$ cat config.mk
export PLATFORM = sky130hd
export DESIGN_NAME = vec_bank_load
export DESIGN_NICKNAME = d
export VERILOG_FILES = /design/src/rtl/vlu_pkg.sv /design/src/rtl/vlu_addr_gen.sv /design/src/rtl/vlu_bank_array.sv /design/src/rtl/vec_bank_load.sv
export SDC_FILE = /design/constraint.sdc
export NUM_CORES = 2
export LEC_CHECK = 0
export CORE_AREA = 2 2 432 434
export DETAILED_ROUTE_END_ITERATION = 7
export DIE_AREA = 0 0 434 436
export GPL_TIMING_DRIVEN = 0
export PLACE_DENSITY = 0.56
export REMOVE_ABC_BUFFERS = 1
export SLEW_MARGIN = 20
export SYNTH_ARGS = -nofsm -noshare
export SYNTH_HDL_FRONTEND = slang
export SYNTH_SLANG_ARGS = --single-unit
$ cat constraint.sdc
create_clock -name clk -period 70.2 [get_ports clk]
set_clock_uncertainty 0.2 [all_clocks]
set_input_delay 7.02 -clock clk [delete_from_list [all_inputs] [get_ports clk]]
set_output_delay 7.02 -clock clk [all_outputs]
set_load 0.01 [all_outputs]
$ cat src/rtl/vlu_pkg.sv
package vlu_pkg;
    typedef enum logic [1:0] {
        ST_IDLE  = 2'd0,
        ST_ISSUE = 2'd1,
        ST_DRAIN = 2'd2,
        ST_DONE  = 2'd3
    } vlu_state_e;
endpackage

$ cat src/rtl/vlu_addr_gen.sv
module vlu_addr_gen #(
    parameter int ADDR_W = 16,
    parameter int MAXVL  = 64,
    localparam int CNT_W = $clog2(MAXVL + 1),
    localparam int IDX_W = $clog2(MAXVL)
) (
    input  logic                     clk,
    input  logic                     rst_n,
    input  logic                     load,
    input  logic                     gather_in,
    input  logic [ADDR_W-1:0]        base_in,
    input  logic [ADDR_W-1:0]        stride_in,
    input  logic [MAXVL*ADDR_W-1:0]  offs_in,
    input  logic                     advance,
    output logic [CNT_W-1:0]         elem_idx,
    output logic [ADDR_W-1:0]        elem_addr
);
    logic [CNT_W-1:0]  cur_q;
    logic [ADDR_W-1:0] acc_q, base_q, stride_q;
    logic              gath_q;
    logic [ADDR_W-1:0] offs_q [MAXVL];

    always_ff @(posedge clk or negedge rst_n) begin
        if (!rst_n) begin
            cur_q    <= '0;
            acc_q    <= '0;
            base_q   <= '0;
            stride_q <= '0;
            gath_q   <= 1'b0;
        end else if (load) begin
            cur_q    <= '0;
            acc_q    <= base_in;
            base_q   <= base_in;
            stride_q <= stride_in;
            gath_q   <= gather_in;
        end else if (advance) begin
            cur_q <= cur_q + CNT_W'(1);
            acc_q <= acc_q + stride_q;
        end
    end

    always_ff @(posedge clk) begin
        if (load) begin
            for (int k = 0; k < MAXVL; k++)
                offs_q[k] <= offs_in[k*ADDR_W +: ADDR_W];
        end
    end

    assign elem_idx  = cur_q;
    assign elem_addr = gath_q ? base_q + offs_q[cur_q[IDX_W-1:0]] : acc_q;
endmodule

$ cat src/rtl/vlu_bank_array.sv
module vlu_bank_array #(
    parameter int ADDR_W = 16,
    parameter int NBANK  = 16,
    parameter int BUSY   = 4,
    parameter int LAT    = 12,
    parameter int IDX_W  = 6,
    parameter logic [15:0] SALT = 16'hA5C3,
    localparam int BANK_W = $clog2(NBANK),
    localparam int BUSY_W = $clog2(BUSY + 1),
    localparam int DATA_W = 2 * ADDR_W
) (
    input  logic              clk,
    input  logic              rst_n,
    input  logic              req,
    input  logic [ADDR_W-1:0] req_addr,
    input  logic [IDX_W-1:0]  req_idx,
    output logic              bank_free,
    output logic              rd_valid,
    output logic [IDX_W-1:0]  rd_idx,
    output logic [DATA_W-1:0] rd_data
);
    logic [NBANK-1:0]  free_vec;
    logic [BANK_W-1:0] sel;
    assign sel = req_addr[BANK_W-1:0];

    for (genvar b = 0; b < NBANK; b++) begin : g_bank
        logic [BUSY_W-1:0] cnt_q;
        logic              hit;
        assign hit = req && (sel == BANK_W'(b));
        always_ff @(posedge clk or negedge rst_n) begin
            if (!rst_n)               cnt_q <= '0;
            else if (hit)             cnt_q <= BUSY_W'(BUSY - 1);
            else if (cnt_q != '0)     cnt_q <= cnt_q - BUSY_W'(1);
        end
        assign free_vec[b] = (cnt_q == '0);

        logic [BUSY_W-1:0] gap_q;
        always_ff @(posedge clk or negedge rst_n) begin
            if (!rst_n)                       gap_q <= BUSY_W'(BUSY);
            else if (hit)                     gap_q <= BUSY_W'(1);
            else if (gap_q < BUSY_W'(BUSY))   gap_q <= gap_q + BUSY_W'(1);
        end
        AST_BANK_GAP: assert property (@(posedge clk) disable iff (!rst_n)
            hit |-> gap_q >= BUSY_W'(BUSY));
    end

    assign bank_free = free_vec[sel];

    logic              pv [LAT];
    logic [IDX_W-1:0]  pi [LAT];
    logic [DATA_W-1:0] pd [LAT];

    always_ff @(posedge clk or negedge rst_n) begin
        if (!rst_n) begin
            for (int k = 0; k < LAT; k++) pv[k] <= 1'b0;
        end else begin
            pv[0] <= req;
            for (int k = 1; k < LAT; k++) pv[k] <= pv[k-1];
        end
    end

    always_ff @(posedge clk) begin
        pi[0] <= req_idx;
        pd[0] <= {req_addr ^ SALT[ADDR_W-1:0], req_addr};
        for (int k = 1; k < LAT; k++) begin
            pi[k] <= pi[k-1];
            pd[k] <= pd[k-1];
        end
    end

    assign rd_valid = pv[LAT-1];
    assign rd_idx   = pi[LAT-1];
    assign rd_data  = pd[LAT-1];
endmodule

$ cat src/rtl/vec_bank_load.sv
module vec_bank_load
    import vlu_pkg::*;
#(
    parameter int ADDR_W = 16,
    parameter int NBANK  = 16,
    parameter int BUSY   = 4,
    parameter int LAT    = 12,
    parameter int MAXVL  = 64,
    localparam int CNT_W  = $clog2(MAXVL + 1),
    localparam int IDX_W  = $clog2(MAXVL),
    localparam int DATA_W = 2 * ADDR_W
) (
    input  logic                    clk,
    input  logic                    rst_n,
    input  logic                    start,
    input  logic                    gather,
    input  logic [ADDR_W-1:0]       base,
    input  logic [ADDR_W-1:0]       stride,
    input  logic [CNT_W-1:0]        vlen,
    input  logic [MAXVL*ADDR_W-1:0] idx_vec,
    output logic                    mem_req,
    output logic [ADDR_W-1:0]       mem_addr,
    output logic                    vr_we,
    output logic [IDX_W-1:0]        vr_idx,
    output logic [DATA_W-1:0]       vr_data,
    output logic                    done
);
    vlu_state_e state_q, state_d;
    logic [CNT_W-1:0]  vl_q, vl_eff, elem_idx;
    logic              accept, bank_free, last_issue, last_write;

    assign accept = start && (state_q == ST_IDLE || state_q == ST_DONE);
    assign vl_eff = (vlen > CNT_W'(MAXVL)) ? CNT_W'(MAXVL) : vlen;

    always_ff @(posedge clk or negedge rst_n) begin
        if (!rst_n)      vl_q <= '0;
        else if (accept) vl_q <= vl_eff;
    end

    vlu_addr_gen #(.ADDR_W(ADDR_W), .MAXVL(MAXVL)) u_agen (
        .clk(clk), .rst_n(rst_n), .load(accept), .gather_in(gather),
        .base_in(base), .stride_in(stride), .offs_in(idx_vec),
        .advance(mem_req), .elem_idx(elem_idx), .elem_addr(mem_addr)
    );

    vlu_bank_array #(.ADDR_W(ADDR_W), .NBANK(NBANK), .BUSY(BUSY), .LAT(LAT),
                     .IDX_W(IDX_W)) u_banks (
        .clk(clk), .rst_n(rst_n), .req(mem_req), .req_addr(mem_addr),
        .req_idx(elem_idx[IDX_W-1:0]), .bank_free(bank_free),
        .rd_valid(vr_we), .rd_idx(vr_idx), .rd_data(vr_data)
    );

    assign last_issue = mem_req && (elem_idx == vl_q - CNT_W'(1));
    assign last_write = vr_we && (CNT_W'(vr_idx) == vl_q - CNT_W'(1));

    always_ff @(posedge clk or negedge rst_n) begin
        if (!rst_n) state_q <= ST_IDLE;
        else        state_q <= state_d;
    end

    always_comb begin
        state_d = state_q;
        unique case (state_q)
            ST_IDLE, ST_DONE: if (accept) state_d = (vl_eff == '0) ? ST_DONE : ST_ISSUE;
            ST_ISSUE:         if (last_issue) state_d = ST_DRAIN;
            ST_DRAIN:         if (last_write) state_d = ST_DONE;
            default:          state_d = ST_IDLE;
        endcase
    end

    always_comb begin
        mem_req = (state_q == ST_ISSUE) && bank_free;
        done    = (state_q == ST_DONE);
    end

    logic             have_q;
    logic [IDX_W-1:0] prev_q;
    always_ff @(posedge clk or negedge rst_n) begin
        if (!rst_n) begin
            have_q <= 1'b0;
            prev_q <= '0;
        end else if (accept) begin
            have_q <= 1'b0;
        end else if (vr_we) begin
            have_q <= 1'b1;
            prev_q <= vr_idx;
        end
    end

    AST_WRITE_ORDER: assert property (@(posedge clk) disable iff (!rst_n)
        (vr_we && have_q) |-> vr_idx == prev_q + IDX_W'(1));
    AST_FIRST_WRITE: assert property (@(posedge clk) disable iff (!rst_n)
        (vr_we && !have_q) |-> vr_idx == '0);
    AST_DONE_QUIET: assert property (@(posedge clk) disable iff (!rst_n)
        done |-> !vr_we && !mem_req);
    AST_DONE_HOLD: assert property (@(posedge clk) disable iff (!rst_n)
        (done && !start) |=> done);
    AST_BUSY_IGNORE: assert property (@(posedge clk) disable iff (!rst_n)
        (state_q == ST_ISSUE && start) |=> $stable(vl_q));
endmodule

# == Word-level counts from Yosys, hierarchy flattened ==
# Memory sizes are Yosys's and may differ from the RTL's.
# Cells that the tools add are included.
# op_classes
n_div,0
bitwise,1
mul,0
reduce_logical,75
n_addsub,20
n_lt_le_gt_ge,2
shift,0
n_eq_ne,23
mux,47
# op_table
op,count
3-bit 2-to-1 mux,32
3-bit logical NOT,16
16-bit 2-to-1 mux,3
3-bit nonzero test,16
3-bit by 1-bit subtractor with 3-bit output (second input constant),16
2-bit nonzero test,17
16-bit adder,2
4-bit equality test (second input constant),8
7-bit 2-to-1 mux,3
1-bit logical AND,20
4-bit by 3-bit equality test with 1-bit output (second input constant),4
4-bit by 2-bit equality test with 1-bit output (second input constant),2
2-bit 2-to-1 mux,4
8-bit NOT,1
7-bit by 1-bit adder with 7-bit output (second input constant),1
6-bit by 7-bit equality test with 1-bit output,1
7-bit equality test,1
7-bit > comparator (second input constant),1
7-bit logical NOT,1
7-bit by 1-bit subtractor with 7-bit output (second input constant),1
2-bit != test (second input constant),3
2-bit case mux with 3 select lines,1
4-bit by 5-bit less-than comparator with 1-bit output (second input constant),1
1-bit binary-select mux with 4-bit select,1
9 further kinds,12
# totals
wordCells,206
rom_bits,0
in_bits,1067
memories,3
latch_bits,0
regBits,125
ramBits,1480
output_inout_bits,57
# memory_table
memory,depth,word_bits,rd,rd_ports_with_merged_regs,write_ports,line_no,rtl
u_agen.offs_q,64,16,1,0,64,vlu_addr_gen.sv:21,logic [ADDR_W-1:0] offs_q [MAXVL];
u_banks.pd,12,32,12,0,12,vlu_bank_array.sv:51,logic [DATA_W-1:0] pd [LAT];
u_banks.pi,12,6,12,0,12,vlu_bank_array.sv:50,logic [IDX_W-1:0] pi [LAT];

# == Longest topological paths before layout ==
# An unclocked memory read counts as a cell.
# logic_depth
ltp_word,9
depth_mapped,20
mapped_depth_nobuf,15

# == Cells and area by module ==
# From an unflattened synthesis, not the netlist that was laid out.
# unflattened
cells_unflattened,2621
hier_area_um2,53802.9
# by_module_without_submodules
module,seq_area_each_um2,n_inst,area_each_um2,cells_each
vlu_addr_gen,32150.8,1,42475.7,1843
vlu_bank_array,8708.4,1,10497.6,685
vec_bank_load,225.2,1,829.5,93

# == Least setup slack after synthesis ==
# OpenSTA, ideal clock, no wires.
# synth_timing
path_kind,input -> register
startpoint,input start
endpoint,"memory u_agen.offs_q[0][0], enable pin"
n_path_buf,1
setup_slack_ps,33310
required_ps,68213
cell_stages,3
t_arrival_ps,34903
path_cell_list,nand2_1 inv_2 buf_1
# synth_lines
item,line_no,rtl
from (decl),vec_bank_load.sv:15,"input logic start,"
to (decl),vlu_addr_gen.sv:21,

# == Worst setup path after layout ==
# layout_timing
startpoint,register u_agen.cur_q[1] (netlist: u_agen.elem_idx[1])
endpoint,output mem_req
# layout_via
elab_chain_cells,6
# layout_rtl
item,line_no,rtl
from (decl),vlu_addr_gen.sv:18,logic [CNT_W-1:0] cur_q;
from (signal assigned),vlu_addr_gen.sv:37,cur_q <= cur_q + CNT_W'(1);
memory 64 x 16 bit,n/a,
16-bit adder,vlu_addr_gen.sv:50,assign elem_addr = gath_q ? base_q + offs_q[cur_q[IDX_W-1:0]] : acc_q;
16-bit 2-to-1 mux,vlu_addr_gen.sv:50,
1-bit binary-select mux with 4-bit select,vlu_bank_array.sv:47,assign bank_free = free_vec[sel];
1-bit 2-to-1 mux (implied by the code),vlu_bank_array.sv:47,
1-bit logical AND,vec_bank_load.sv:72,mem_req = (state_q == ST_ISSUE) && bank_free;
to (decl),vec_bank_load.sv:21,"output logic mem_req,"
# Every way passes these cells. The select of a mux whose other input is x is not followed.

==> summary.txt <==
total track usage: 17.7%
Port Buffer Count: 1,123
#FFs+latches synth: 1,509
RSZ-0062 raised after global routing: false
Final Hold Fails: 0
H-tree levels: 4
worst hold stages: 0
Yosys Warn Count: 0
share of the synthesized area in the top cell type: 57.2%
clock transition at the registers of the reported paths: 0.07 ns
ys async rst share: 8.28%
critical path class: reg2out
Reg2Reg Setup Slack: 62.77 ns
Initial Util: 29.1%
Final setup viols: 0
nets@finish: 5,007
most frequent cells in the layout: clkdlybuf4s50_1, edfxtp_1, dfxtp_1
non-filler cells, final: 6,505
Die ar.: 189,000 µm²
Final min period: 15.30 ns
Root Driver: clkbuf_16
commonest non-fill, non-tap cell in the layout: clkdlybuf4s50_1
Hold Path End: u_banks.pd[2][24]
number of library cell types mapped by synthesis: 63
startpoint types: register
Finished Core Util: 40.0%
gpl congestion: 0.851
Pre-antenna DRT Iters: 5
drt initial violations: 2,263
Pleak: 0.0256 µW
Max rail drop VDD: 30.6 µV
Slew Limit Fails: 0
setup ws final: 54.91 ns
DR vias: 29,000
sequential area share after synthesis: 76.4%
pre-CTS WS: 55.48 ns
CTS hold repair buffers: 0
largest cells by area after synthesis: edfxtp_1, mux4_2, dfxtp_1, dfrtp_1, ha_1
routed wirelength normalized by instance count: 26.1 µm
fin crit share: 21.8%
critical path buffer and inverter count: 5
Worst Hold Class: reg2reg
number of fill cells: 16,800
Sum Neg Setup Slack: 0 ns
boundary pin count: 1,124
CTS tree: yes
Placed Cells: 6,182
CTS max path bufs: 3
vias in the first global route: 30,200
pin slew with the least headroom to its limit: 1.07 ns
Hold Path Origin: u_banks.pd[1][120]
worst r2r dst: u_agen.acc_q[1]
Primary FF master, synth: edfxtp_1
RR Startpoint: u_agen.elem_idx[1]
PD cells: 42.2 nW/µm²
Rows: 158
Routed Antenna Nets: 0
P&R area growth vs syn: 37.3%
DRT Wirelength: 170,000 µm
CTS Sinks: 1,509
Die X: 434 µm
gr ovfl total: 0
Worst Reg-to-Reg Cells: 15
total power: 3120 µW
outcome: finished clean
Slowest cell on crit path: dfrtp_4
initial antenna violation count: 97
CP peak stage delay: 0.87 ns
PostCTS Resize Cnt: 0
area leader, netlist: edfxtp_1
Worst EP arrival: 8.07 ns
drt drc: 0
area of the core: 185,000 µm²
DP HPWL: 129,000 µm
die height: 436 µm
Peak Freq: 65.4 MHz
vias per inst: 4.46
total CTS buffers: 166
Post-CTS Setup Bufs: 0
share of cells above drive strength 1: 16.4%
global-route wire length before repair: 232,000 µm
Post-Syn Instances: 2,681
number of max-cap violations: 0
Crit. End Element: output pin
Slew HR: 28.8%
worst-skew pair later-pin latency: 0.82 ns
Mapped Area: 53,800 µm²
mean post-synth cell area: 20.1 µm²
crit-path max FO: 43
pin count of the biggest net entering global routing: 113
Post-synth EDFFs: 1,024
crit-path leading delay family: buffers and inverters
cells along the critical path: buf_16 -> buf_16 -> buf_16 -> mux4_2 -> mux4_2 -> mux4_2 -> ha_1 -> inv_1 -> fa_1 -> a32oi_1 -> o22ai_1 -> nor3_2 -> nor2_4 -> clkdlybuf4s50_1
CP required: 62.98 ns
[layer usage]
| layer | vias to the layer above | track usage, % | share of wire (%) |
|---|---|---|---|
| met5 | - | 0 | 0.19 |
| met4 | 54 | 4.83 | 2.4 |
| met3 | 309 | 5.47 | 7.7 |
| met2 | 1025 | 31.7 | 53 |
| met1 | 14800 | 20.3 | 37 |
| li1 | 12900 | - | - |
[cell usage after synthesis, types with 4 or more instances]
library cell / n
clkbuf_1: 53
buf_4: 41
ha_1: 68
a21oi_1: 37
a211oi_1: 5
nor2b_1: 5
nand2b_1: 5
o22ai_1: 5
o21ai_0: 53
inv_1: 71
mux2_2: 22
nor2_1: 58
nor4_1: 6
o221ai_1: 9
dfxtp_1: 360
mux4_2: 330
nand4_1: 8
or2_2: 4
buf_1: 9
nand3_1: 9
buf_2: 29
o21a_1: 7
dfrtp_1: 125
and2_1: 6
nand3b_1: 9
nand2_1: 150
edfxtp_1: 1024
inv_2: 4
o21ai_1: 6
mux2i_1: 30
nor3_1: 15
a21o_1: 7
xor2_1: 30
xnor2_1: 34
buf_6: 5
[cell type report]
cell class	instances	area [µm²]	area share, %
clock buffer	214	4560	6.18
sequential	1509	41100	55.7
timing repair buffer	1158	12200	16.5
tap	2480	3100	4.20
inverter	75	292	0.395
clock inverter	84	855	1.16
multi-input combinational	960	11700	15.9
antenna	25	62.6	0.0847
[worst max-delay path by stage]
| stage | start | endpoint | slack, ns | depth (start not counted) |
|---|---|---|---|---|
| 3_5_place_dp | u_agen.elem_idx[1] | mem_req | 55.48 | 14 |
| 3_3_place_gp | u_agen.elem_idx[0] | mem_req | 41.04 | 11 |
| 2_1_floorplan | u_agen.elem_idx[0] | mem_req | 49.37 | 11 |
| 6_report | u_agen.elem_idx[1] | mem_req | 54.91 | 14 |
| 5_1_grt | u_agen.elem_idx[0] | mem_req | 54.39 | 14 |
| 4_1_cts | u_agen.elem_idx[1] | mem_req | 54.57 | 14 |
[report_power, final]
part	leakage, µW	switching [µW]	total [µW]	internal [µW]
sequential	0.0142	104	1420	1320
combinational	0.00883	444	828	385
clock	0.00266	367	867	500
total	0.0256	915	3120	2200
[cells by family after synthesis]
| group | share of synthesized area [%] |
|---|---|
| adders and majority gates | 1.66 |
| buffers and inverters | 1.90 |
| and+or+nand+nor | 2.34 |
| muxes | 14.9 |
| DFF | 76.4 |
| AOI/OAI and AO/OA | 1.80 |
| xor gates and xnor gates | 1.04 |
[registers in the layout, indices dropped and copies added (netlist names)]
| name | flops |
|---|---|
| u_agen.base_q | 16 |
| state_q | 2 |
| u_agen.elem_idx | 7 |
| u_agen.acc_q | 16 |
| u_banks.pd | 288 |
| u_banks.pv | 11 |
| u_agen.gath_q | 1 |
| u_agen.offs_q | 1024 |
| u_banks.rd_valid | 1 |
| u_agen.stride_q | 16 |
| vl_q | 7 |
| u_banks.pi | 72 |
| u_banks.g_bank.cnt_q | 48 |
[metrics by stage]
stage | instance area [µm²] | hold WS, ns
finish | 73800 | 0.116
global route | 73800 | 0.121
CTS | 73800 | 0.114
detailed placement | 68400 | 0.112
global placement | 67400 | 0.110
floorplan | 53100 | 0.110
(Power assumes the default switching activity.)
